File: config.mk
export PLATFORM = sky130hd
export DESIGN_NAME = serial_adc_frontend
export DESIGN_NICKNAME = d
export VERILOG_FILES = /design/src/rtl/adc_fe_pkg.sv /design/src/rtl/adc_fe_shifter.sv /design/src/rtl/adc_fe_window.sv /design/src/rtl/serial_adc_frontend.sv
export SDC_FILE = /design/constraint.sdc
export NUM_CORES = 1
export LEC_CHECK = 0
export ABC_AREA = 1
export ABC_CLOCK_PERIOD_IN_PS = 3700
export BUFFER_PORTS_ARGS = -buffer_cell sky130_fd_sc_hd__buf_2
export CAP_MARGIN = 20
export CORE_AREA = 2 2 94 119
export CTS_CLUSTER_DIAMETER = 150
export DETAILED_ROUTE_END_ITERATION = 12
export DIE_AREA = 0 0 96 121
export PLACE_DENSITY = 0.67
export SYNTH_ARGS = -nofsm -noshare
export SYNTH_HDL_FRONTEND = slang
export SYNTH_HIERARCHICAL = 1
export SYNTH_SLANG_ARGS = --single-unit
File: constraint.sdc
create_clock -name clk -period 3.7 [get_ports clk]
set_clock_uncertainty 0.2 [all_clocks]
set_input_delay 0.74 -clock clk [delete_from_list [all_inputs] [get_ports clk]]
set_output_delay 0.74 -clock clk [all_outputs]
set_load 0.05 [all_outputs]
File: src/rtl/adc_fe_pkg.sv
package adc_fe_pkg;

    localparam int XFER_BITS = 16;
    localparam int CMD_BITS  = 8;
    localparam int READY_BIT = 7;

    typedef enum logic [1:0] {
        OFS_RES_LO = 2'd0,
        OFS_RES_HI = 2'd1,
        OFS_CMD    = 2'd2,
        OFS_STAT   = 2'd3
    } reg_ofs_e;

    typedef struct packed {
        logic       single_ended;
        logic       odd_sel;
        logic [1:0] pair_idx;
        logic [1:0] span;
        logic [1:0] spare;
    } adc_cmd_t;

    typedef enum logic {
        SH_IDLE = 1'b0,
        SH_RUN  = 1'b1
    } shift_state_e;

    function automatic logic [7:0] status_byte(input logic ready);
        logic [7:0] s;
        s            = '0;
        s[READY_BIT] = ready;
        return s;
    endfunction

endpackage

File: src/rtl/adc_fe_shifter.sv
module adc_fe_shifter
    import adc_fe_pkg::*;
#(
    parameter int CLK_DIV = 4
) (
    input  logic                 clk,
    input  logic                 rst,
    input  logic                 start,
    input  logic [CMD_BITS-1:0]  cmd,
    output logic                 busy,
    output logic                 finish,
    output logic [XFER_BITS-1:0] rx_word,
    output logic                 sclk,
    output logic                 cs_n,
    output logic                 mosi,
    input  logic                 miso
);
    localparam int HALF  = CLK_DIV / 2;
    localparam int CNT_W = (HALF > 1) ? $clog2(HALF) : 1;
    localparam int BIT_W = $clog2(XFER_BITS);

    shift_state_e         state;
    logic [CNT_W-1:0]     div_cnt;
    logic [BIT_W-1:0]     bit_cnt;
    logic [XFER_BITS-1:0] tx_sr;
    logic [XFER_BITS-1:0] rx_sr;
    logic                 sclk_q;
    logic                 cs_q;
    logic                 half_tick;

    assign half_tick = (state == SH_RUN) && (div_cnt == CNT_W'(HALF - 1));
    assign finish    = half_tick && sclk_q && (bit_cnt == BIT_W'(XFER_BITS - 1));
    assign busy      = (state == SH_RUN);
    assign rx_word   = rx_sr;
    assign sclk      = sclk_q;
    assign cs_n      = cs_q;
    assign mosi      = tx_sr[XFER_BITS-1];

    always_ff @(posedge clk) begin
        if (rst) begin
            state   <= SH_IDLE;
            div_cnt <= '0;
            bit_cnt <= '0;
            tx_sr   <= '0;
            rx_sr   <= '0;
            sclk_q  <= 1'b0;
            cs_q    <= 1'b1;
        end else begin
            case (state)
                SH_IDLE: begin
                    if (start) begin
                        state   <= SH_RUN;
                        cs_q    <= 1'b0;
                        sclk_q  <= 1'b0;
                        div_cnt <= '0;
                        bit_cnt <= '0;
                        tx_sr   <= {cmd, {(XFER_BITS - CMD_BITS){1'b0}}};
                    end
                end
                SH_RUN: begin
                    if (half_tick) begin
                        div_cnt <= '0;
                        sclk_q  <= ~sclk_q;
                        if (!sclk_q) begin
                            rx_sr <= {rx_sr[XFER_BITS-2:0], miso};
                        end else begin
                            tx_sr <= {tx_sr[XFER_BITS-2:0], 1'b0};
                            if (finish) begin
                                state <= SH_IDLE;
                                cs_q  <= 1'b1;
                            end else begin
                                bit_cnt <= bit_cnt + 1'b1;
                            end
                        end
                    end else begin
                        div_cnt <= div_cnt + 1'b1;
                    end
                end
                default: state <= SH_IDLE;
            endcase
        end
    end

endmodule

File: src/rtl/adc_fe_window.sv
module adc_fe_window
    import adc_fe_pkg::*;
#(
    parameter int CLK_DIV = 4
) (
    input  logic                 clk,
    input  logic                 rst,
    input  logic                 wr_en,
    input  logic [1:0]           ofs,
    input  logic [7:0]           wdata,
    output logic [7:0]           rdata,
    output logic                 ready,
    output logic [XFER_BITS-1:0] result,
    output logic                 sclk,
    output logic                 cs_n,
    output logic                 mosi,
    input  logic                 miso
);
    adc_cmd_t             cmd_q;
    logic [XFER_BITS-1:0] result_q;
    logic                 ready_q;
    logic                 busy;
    logic                 finish;
    logic                 start;
    logic [XFER_BITS-1:0] rx_word;

    assign start  = wr_en && (reg_ofs_e'(ofs) == OFS_CMD) && !busy;
    assign ready  = ready_q;
    assign result = result_q;

    adc_fe_shifter #(.CLK_DIV(CLK_DIV)) u_shift (
        .clk     (clk),
        .rst     (rst),
        .start   (start),
        .cmd     (wdata),
        .busy    (busy),
        .finish  (finish),
        .rx_word (rx_word),
        .sclk    (sclk),
        .cs_n    (cs_n),
        .mosi    (mosi),
        .miso    (miso)
    );

    always_ff @(posedge clk) begin
        if (rst) begin
            cmd_q    <= '0;
            result_q <= '0;
            ready_q  <= 1'b0;
        end else if (start) begin
            cmd_q   <= adc_cmd_t'(wdata);
            ready_q <= 1'b0;
        end else if (finish) begin
            result_q <= rx_word;
            ready_q  <= 1'b1;
        end
    end

    always_comb begin
        case (reg_ofs_e'(ofs))
            OFS_RES_LO: rdata = result_q[7:0];
            OFS_RES_HI: rdata = result_q[15:8];
            OFS_CMD:    rdata = cmd_q;
            default:    rdata = status_byte(ready_q);
        endcase
    end

endmodule

File: src/rtl/serial_adc_frontend.sv
module serial_adc_frontend
    import adc_fe_pkg::*;
#(
    parameter int NUM_ADC = 2,
    parameter int CLK_DIV = 4,
    localparam int SEL_W  = (NUM_ADC > 1) ? $clog2(NUM_ADC) : 1,
    localparam int ADDR_W = SEL_W + 2
) (
    input  logic               clk,
    input  logic               rst,
    input  logic [ADDR_W-1:0]  bus_addr,
    input  logic               bus_wr,
    input  logic [7:0]         bus_wdata,
    output logic [7:0]         bus_rdata,
    output logic [NUM_ADC-1:0] adc_sclk,
    output logic [NUM_ADC-1:0] adc_cs_n,
    output logic [NUM_ADC-1:0] adc_mosi,
    input  logic [NUM_ADC-1:0] adc_miso
);
    logic [SEL_W-1:0]                   win_sel;
    logic [NUM_ADC-1:0][7:0]            win_rdata;
    logic [NUM_ADC-1:0]                 win_ready;
    logic [NUM_ADC-1:0][XFER_BITS-1:0]  win_result;

    assign win_sel = bus_addr[ADDR_W-1:2];

    generate
        if (CLK_DIV < 2 || (CLK_DIV % 2) != 0) begin : g_bad_div
            $error("CLK_DIV must be even and at least 2");
        end
        for (genvar i = 0; i < NUM_ADC; i++) begin : g_win
            logic win_wr;
            assign win_wr = bus_wr && (win_sel == SEL_W'(i));
            adc_fe_window #(.CLK_DIV(CLK_DIV)) u_win (
                .clk    (clk),
                .rst    (rst),
                .wr_en  (win_wr),
                .ofs    (bus_addr[1:0]),
                .wdata  (bus_wdata),
                .rdata  (win_rdata[i]),
                .ready  (win_ready[i]),
                .result (win_result[i]),
                .sclk   (adc_sclk[i]),
                .cs_n   (adc_cs_n[i]),
                .mosi   (adc_mosi[i]),
                .miso   (adc_miso[i])
            );
        end
    endgenerate

    always_comb begin
        bus_rdata = '0;
        for (int i = 0; i < NUM_ADC; i++) begin
            if (win_sel == SEL_W'(i)) bus_rdata = win_rdata[i];
        end
    end

endmodule

# Word level (Yosys, flattened, before mapping)
# Index checks and enable logic that the tools add are counted.
[word_totals] inputBits=16 word_cells=131 reg_bits=130 output_inout_bits=14
[classes] eq_ne=14 bitwise=7 n_addsub=4 n_reduce_logical=29 muxes=49
[ops] cell="16-bit two-way mux" n=6
[ops] cell="16-bit case mux with 2 select lines" n=2
[ops] cell="8-bit case mux with 3 select lines" n=2
[ops] cell="4-bit two-way mux" n=8
[ops] cell="1-bit two-way mux" n=20
[ops] cell="2-bit by 1-bit inequality test with 1-bit output (second input constant)" n=8
[ops] cell="1-bit case mux with 2 select lines" n=8
[ops] cell="4-bit case mux with 2 select lines" n=2
[ops] cell="4-bit AND reduction" n=4
[ops] cell="1-bit logical AND" n=12
[ops] cell="3-bit AND reduction" n=4
[ops] cell="4-bit by 1-bit adder with 4-bit output (second input constant)" n=2
[ops] cell="4-bit == test (second input constant)" n=2
[ops] cell="8-bit two-way mux" n=1
[ops] cell="2-bit AND reduction" n=4
[ops] cell="1-bit NOT" n=7
[ops] cell="2-bit inequality test (second input constant)" n=2
[ops] cell="2-bit OR reduction" n=2
[ops] cell="1-bit adder (second input constant)" n=2
[ops] cell="2-bit by 1-bit == test with 1-bit output (second input constant)" n=1
[ops] cell="2-bit == test (second input constant)" n=1
[ops] cell="1-bit zero test" n=2
[ops] cell="2-bit zero test" n=1

# Depth between registers and ports, before layout
# Gate-level depths: netlist (run 1).
[depth] ltp_word=7 depth_mapped=13 depth_no_buf=12

# Modules after synthesis
# The synthesis (run 1) kept the hierarchy.
[by_module_without_submodules] module="adc_fe_shifter" seq_area_each_um2=640.6 instances=2 area_each_um2=1312.5 cells_per_inst=170
[by_module_without_submodules] module="adc_fe_window" seq_area_each_um2=500.5 instances=2 area_each_um2=1247.4 cells_per_inst=184
[by_module_without_submodules] module="serial_adc_frontend" seq_area_each_um2=0.0 instances=1 area_each_um2=116.4 cells_per_inst=30

# Worst setup path before layout (run 1)
# OpenSTA, ideal clock, no wires.
[synth_path] path_kind="input -> output" from="in bus_addr[0]" to="out bus_rdata[7]" required_ns=2.760 path_buffers=0 arrival_ns=1.597 cell_stages=6 path_slack_ns=1.163 cell_sequence="inv_1 -> nor2_1 -> nand2_1 -> nand4_1 -> nand2_1 -> nand2_1"
[synth_rtl] item="start, declared" line_no="serial_adc_frontend.sv:11" rtl="input logic [ADDR_W-1:0] bus_addr,"
[synth_rtl] item="end, declared" line_no="serial_adc_frontend.sv:14" rtl="output logic [7:0] bus_rdata,"

==> results.yml, run 1 <==
sta:
  finalHoldViolations: 0
  setup_viol: 0
  fmax_mhz: 334
  fin_crit_ps: 3000
  period_share_pct: 81.0
  finalMaxSlewViolations: 0
  setup_tns_ps: 0
  rsz0062_at_grt: "false"
  maxSlewHeadroom_pct: 44.8
  tightest_slew_ps: 827
placed_design:
  dp_hpwl_microns: 7950
  numPortBuffers: 29
  gp_congestion: 0.785
clocking:
  clkLatencyLatePin_ps: 400
  cts_buffer_depth: 2
  tritoncts: "yes"
  cts-root-buf: "clkbuf_16"
  cts_sinks: 114
  cts_setup_buffers: 0
  h-tree-depth: 4
  clkSlewWorstSetupHoldPaths_ps: 50
  cts-resized-gates: 0
  cts_inserted_buffers: 17
  hold_buffers: 0
cells_and_area:
  n_antenna_cell: 0
  fin_util_pct: 56.6
  nNetsFinal: 771
  area_delta_synth_final_pct: 13.1
  drive_gt1_share_pct: 11.8
floorplanning:
  dieArea_sq_um: 11600
  ioPinCount: 30
  initial_core_util_pct: 50.1
  die_y_microns: 121
  core-area_sq_um: 10500
  placementRows: 42
  die_w_microns: 96
power:
  power_frac_seq_pct: 40.6
  cellLeakagePower_nw: 2.66
  p_int_mw: 2.48
  pwr-share-comb_pct: 4.3
  peakVddDrop_mv: 0.339
  p_clk_share_pct: 55.1
  power_switching_mw: 0.617
  p_per_area_nw_per_um2: 523
  swShare_pct: 19.9
synth:
  ys_types: 23
  syn_area_sq_um: 5240
  synthCells: 738
  syn_area_per_cell_sq_um: 7.10
  yosysWarningCount: 6
  synth_fp_nets: 756
  ys_seq_area_share_pct: 43.6
  yosys_register_bits: 114
drt:
  firstDrtPassIters: 6
  drt_wl_total_microns: 11800
  via_per_inst: 5.13
  drt_iter0_markers: 239
  ant_nets: 0
  via_count: 4586
  drc: 0
  wl_per_cell_microns: 13.1
global_route:
  grt_pass1_wl_microns: 19700
  met3_usage_pct: 4.22
  track_usage_pct: 21.7
  grt_util_met1_pct: 25.0
  busiest_layer: "met2"
  grt.overflow.total: 0
  grt_pass1_vias: 4312
  grt_max_degree: 42
  antenna_found_initial: 0
  use_met2_pct: 38.4
worst_setup_path:
  critPathMaxFanout: 8
  rrSetupSlack_ps: 1190
  startpoint_type: "input pin"
  required_ps: 2760
  end_kind: "output pin"
  cp_data_arrival_time_ps: 2060
  critPathKind: "in2out"
hold_path:
  hold_path.class: "reg2reg"
run:
  maxCapViolCount: 0
status:
  status: "completed"
layout make-up:
| class | count | area [sq um] |
|---|---|---|
| Clock inverter | 5 | 125 |
| Clock buffer | 23 | 498 |
| Fill cell | 997 | 4540 |
| Tap cell | 132 | 165 |
| Inverter | 67 | 251 |
| Multi-Input combinational cell | 522 | 2440 |
| Sequential cell | 114 | 2280 |
| Timing Repair Buffer | 31 | 160 |
registers in the layout, indices dropped and copies added (netlist names):
name                         count
g_win.u_win/u_shift/div_cnt      2
g_win.u_win/cmd_q               16
g_win.u_win/result              32
g_win.u_win/u_shift/sclk         2
g_win.u_win/u_shift/busy         2
g_win.u_win/ready                2
g_win.u_win/u_shift/tx_sr       16
g_win.u_win/u_shift/bit_cnt      8
g_win.u_win/u_shift/rx_word     32
g_win.u_win/u_shift/cs_n         2
logic make-up (layout without fill, tap and decap cells):
kind of cell             count (synthesis)  after routing  share of synthesized area (%)
AO/OA/AOI/OAI                          110            110                           12.0
adder cells (fa/ha/maj)                  2              2                          0.478
buffers and inverters                  102            126                           9.82
flip-flops                             114            114                           43.6
AND/OR/NAND/NOR                        410            410                           34.1
cells in the final DEF, fill, tap and decap left out:
| cell | count |
|---|---|
| a21oi_1 | 40 |
| a21oi_2 | 2 |
| buf_2 | 29 |
| buf_4 | 2 |
| bufinv_16 | 4 |
| clkbuf_1 | 1 |
| clkbuf_16 | 17 |
| clkbuf_8 | 5 |
| clkinv_2 | 1 |
| dfxtp_1 | 114 |
| ha_1 | 2 |
| inv_1 | 59 |
| inv_2 | 8 |
| nand2_1 | 163 |
| nand2_2 | 4 |
| nand2_4 | 6 |
| nand3_1 | 64 |
| nand3_2 | 8 |
| nand3b_1 | 4 |
| nand4_1 | 4 |
| nor2_1 | 151 |
| nor2_4 | 4 |
| nor3b_1 | 2 |
| o211a_1 | 14 |
| o21ai_0 | 54 |
power groups by stage:
stage	Clock, mW	Combinational, mW	Sequential, mW
finish	1.71	0.132	1.26
global route	1.79	0.146	1.26
CTS	1.74	0.133	1.26
detailed placement	0	0.132	1.28
global placement	0	0.130	1.28
floorplan	0	0.0983	1.28
synthesized netlist by cell type (all sizes together):
cell type	n	share of area (%)
a21oi	42	4.2
buf	31	4.7
clkbuf	4	0.29
dfxtp	114	44
ha	2	0.48
inv	67	4.8
nand2	173	13
nand3	72	7.6
nand3b	4	0.57
nand4	4	0.48
nor2	155	12
nor3b	2	0.29
o211a	14	2.7
o21ai	54	5.2
critical path: stages:
cell     delay [ps]
buf_2           200
inv_1            60
nor2_1          420
nand2_1         110
nand3_1         120
nand2_1          60
nand2_1          80
buf_2           260
worst paths after layout:
check,from,depth (start not counted),end
setup reg to reg,g_win[0].u_win/u_shift/busy$_SDFF_PP0_,7,g_win[0].u_win/ready$_SDFFE_PP0P_
hold / removal,g_win[0].u_win/u_shift/cs_n$_SDFFE_PP1P_,2,g_win[0].u_win/u_shift/cs_n$_SDFFE_PP1P_
hold reg to reg,g_win[0].u_win/u_shift/cs_n$_SDFFE_PP1P_,2,g_win[0].u_win/u_shift/cs_n$_SDFFE_PP1P_
setup / recovery,bus_addr[0],8,bus_rdata[0]
stage by stage:
step	instance area [sq um]	worst slack [ps]	hold WS [ps]	cells	power, mW
4_1_cts	5920	724	285	894	3.13
3_3_place_gp	5300	755	264	866	1.41
5_1_grt	5920	592	312	894	3.19
6_report	5920	703	276	894	3.10
3_5_place_dp	5300	727	272	866	1.41
2_1_floorplan	5240	1160	250	738	1.38
routing by layer:
metal | part of all wire [%] | vias up
li1 | - | 2381
met4 | 1.7 | 0
met1 | 42 | 2114
met5 | 0 | -
met2 | 53 | 77
met3 | 3.1 | 14
No activity file was read; power rests on OpenSTA's default activity.
==> run 2: changes to the inputs <==
ABC_AREA = 0   (was 1)
ABC_CLOCK_PERIOD_IN_PS = 2500   (was 3700)
CORE_AREA = 2 2 95 119   (was 2 2 94 119)
DIE_AREA = 0 0 97 121   (was 0 0 96 121)
PLACE_DENSITY = 0.7   (was 0.67)
clock period = 2.5 ns   (was 3.7 ns; I/O delays follow)
==> run 2 against run 1 <==
Effect of this change: non-clock buffer count rose by 20; final cell count fell by 18%; critical path type unchanged; total power is 43% higher; combinational power increased by 57%; sequential share of layout area shrank 1.1 points; critical endpoint is now bus_rdata[7]; via count decreased by 15%; area after synthesis is 0.98% higher; largest power group unchanged; clock power grew 39%; flip-flop and latch count stayed put; critical path depth decreased by 4; highest routed layer unchanged.
==> results.yml, run 2 <==
synth:
  syn_area_sq_um: 5290
  async_flop_share_pct: 0
  ys_types: 40
  yosysTopAreaCell: "dfxtp_1"
  synth.most_common_cell: "dfxtp_1"
  synth-main-ff-cell: "dfxtp_1"
  synth_fp_nets: 579
  syn_area_per_cell_sq_um: 9.43
  yosysWarningCount: 6
  yosys_register_bits: 114
  synthCells: 561
  yosys-top-cells-area: "dfxtp_1, mux2i_1, nand2b_1"
  synth_edf_count: 0
  ys_top_cells_by_count: "dfxtp_1, nand2_1, mux2i_1"
  synthDominantCellAreaShare_pct: 43.2
  ys_seq_area_share_pct: 43.2
drt:
  drt_wl_total_microns: 11300
  wl_per_cell_microns: 15.4
  highest_layer: "met4"
  met2_length_microns: 5800
  m1WireLength_microns: 4990
  firstDrtPassIters: 4
  drc: 0
  routed-wl-met3_microns: 291
  ant_nets: 0
  via_count: 3888
  via_per_inst: 5.31
  drt_iter0_markers: 173
clocking:
  cts_inserted_buffers: 17
  cts_setup_buffers: 0
  tritoncts: "yes"
  h-tree-depth: 4
  hold_buffers: 0
  clkSlewWorstSetupHoldPaths_ps: 50
  cts-root-buf: "clkbuf_16"
  cts_sinks: 114
  clkLatencyLatePin_ps: 410
  cts_buffer_depth: 2
global_route:
  grt.overflow.total: 0
  antenna_found_initial: 0
  track_usage_pct: 19.8
  grt_max_degree: 60
  grt_pass1_vias: 3835
  grt_pass1_wl_microns: 18700
power:
  p_per_area_nw_per_um2: 728
  total_power_mw: 4.44
  peakVddDrop_mv: 0.443
  cellLeakagePower_nw: 2.20
placed_design:
  numPortBuffers: 29
  dp.cells: 703
  postPlaceCellArea_sq_um: 5500
  dp_hpwl_microns: 7730
  gp_congestion: 0.838
  dp_slack_ps: -1.14
worst_setup_path:
  required_ps: 1800
  rrSetupSlack_ps: 510
  critPathKind: "in2out"
  startpoint_type: "input pin"
  end_kind: "output pin"
  critPathMaxFanout: 7
  cp_data_arrival_time_ps: 1750
cells_and_area:
  fill_cells: 932
  final_cell_mix: "dfxtp_1, nand2_1, mux2i_1"
  nNetsFinal: 608
  stdcell_count: 732
  area_delta_synth_final_pct: 15.4
  final_common_cell: "dfxtp_1"
  drive_gt1_share_pct: 17.3
  n_antenna_cell: 0
  final_area_sq_um: 6100
sta:
  finalMaxSlewViolations: 0
  fmax_mhz: 408
  worst_hold_slack_ps: 134
  period_share_pct: 98.0
  fin_crit_ps: 2450
  tightest_slew_ps: 608
  fin_ws_ps: 50.8
  setup_viol: 0
  finalHoldViolations: 0
  rsz0062_at_grt: "false"
  maxSlewHeadroom_pct: 59.5
status:
  status: "completed"
floorplanning:
  core-area_sq_um: 10600
  ioPinCount: 30
  initial_core_util_pct: 50.1
  placementRows: 42
  die_w_microns: 97
  dieArea_sq_um: 11700
  die_y_microns: 121
run:
  maxCapViolCount: 0
hold_path:
  hold_path.class: "in2reg"
-- run 2: cell count changes in the layout (fill, tap and decap cells not counted), sizes merged, moves of 14 or more --
cell | before | now
nor2 | 155 | 22
o211a | 14 | 0
a211oi | 0 | 14
nor3 | 0 | 20
nand2 | 173 | 84
o21ai | 54 | 16
buf | 31 | 51
nand3 | 72 | 6
mux2i | 0 | 82
inv | 67 | 2
nand2b | 0 | 66
-- run 2: worst paths after layout --
check                                                                     start                                              end  cells after the start
worst min-delay path                                                adc_miso[0]   g_win[0].u_win/u_shift/rx_word[0]$_SDFFE_PP0P_                      3
worst max register to register   g_win[0].u_win/u_shift/bit_cnt[0]$_SDFFE_PP0P_            g_win[0].u_win/result[6]$_SDFFE_PP0P_                      6
worst min register to register  g_win[0].u_win/u_shift/rx_word[15]$_SDFFE_PP0P_  g_win[0].u_win/u_shift/rx_word[15]$_SDFFE_PP0P_                      2
worst max-delay path                                                bus_addr[1]                                     bus_rdata[7]                      4
-- run 2: layout make-up --
| type | instances | area, sq um | area share [%] |
|---|---|---|---|
| Inverter | 2 | 7.51 | 0.123 |
| Tap cell | 132 | 165 | 2.71 |
| Clock buffer | 24 | 512 | 8.39 |
| Multi-Input combinational cell | 404 | 2710 | 44.4 |
| Sequential cell | 114 | 2280 | 37.4 |
| Timing Repair Buffer | 51 | 350 | 5.74 |
| Clock inverter | 5 | 75.1 | 1.23 |
-- run 2: what timing repair did --
action / 4_1_cts / 5_1_grt
resized for setup: 1 / 2
setup endpoints to repair: 2 / 4
hold endpoints to repair: 0 / 0
-- run 2: worst max-delay path: stages --
cell and delay, ps:
buf_2 220, mux4_2 520, mux2_4 290, buf_2 210
-- run 2: routing by layer --
| metal | up-vias | track usage (%) |
|---|---|---|
| met5 | - | 0 |
| met4 | 0 | 9.07 |
| met3 | 17 | 4.67 |
| met2 | 48 | 34.6 |
| met1 | 1853 | 22.9 |
| li1 | 1970 | - |
-- run 2: where the power goes --
group / total (mW) / internal (mW) / switching (mW)
Sequential: 1.85 / 1.84 / 0.0139
Clock: 2.38 / 1.60 / 0.782
Combinational: 0.207 / 0.0880 / 0.119
-- run 2: kinds of logic (layout without fill, tap and decap cells) --
group                      count (synthesis)  after routing  synth area share [%]
buffers and inverters                     43             82                  5.66
and+or+nand+nor                          228            228                  22.4
adders and majority gates                  2              2                 0.473
DFF                                      114            114                  43.2
muxes                                     92             92                  19.1
AOI/OAI and AO/OA                         78             78                  8.57
xor gates and xnor gates                   4              4                 0.663
-- run 2: stage by stage --
stage / util [%] / setup TNS, ps
finish: 57.8 / 0
global route: 57.8 / 0
CTS: 57.7 / 0
detailed placement: 52.1 / -2.22
global placement: 52.1 / 0
floorplan: - / 0
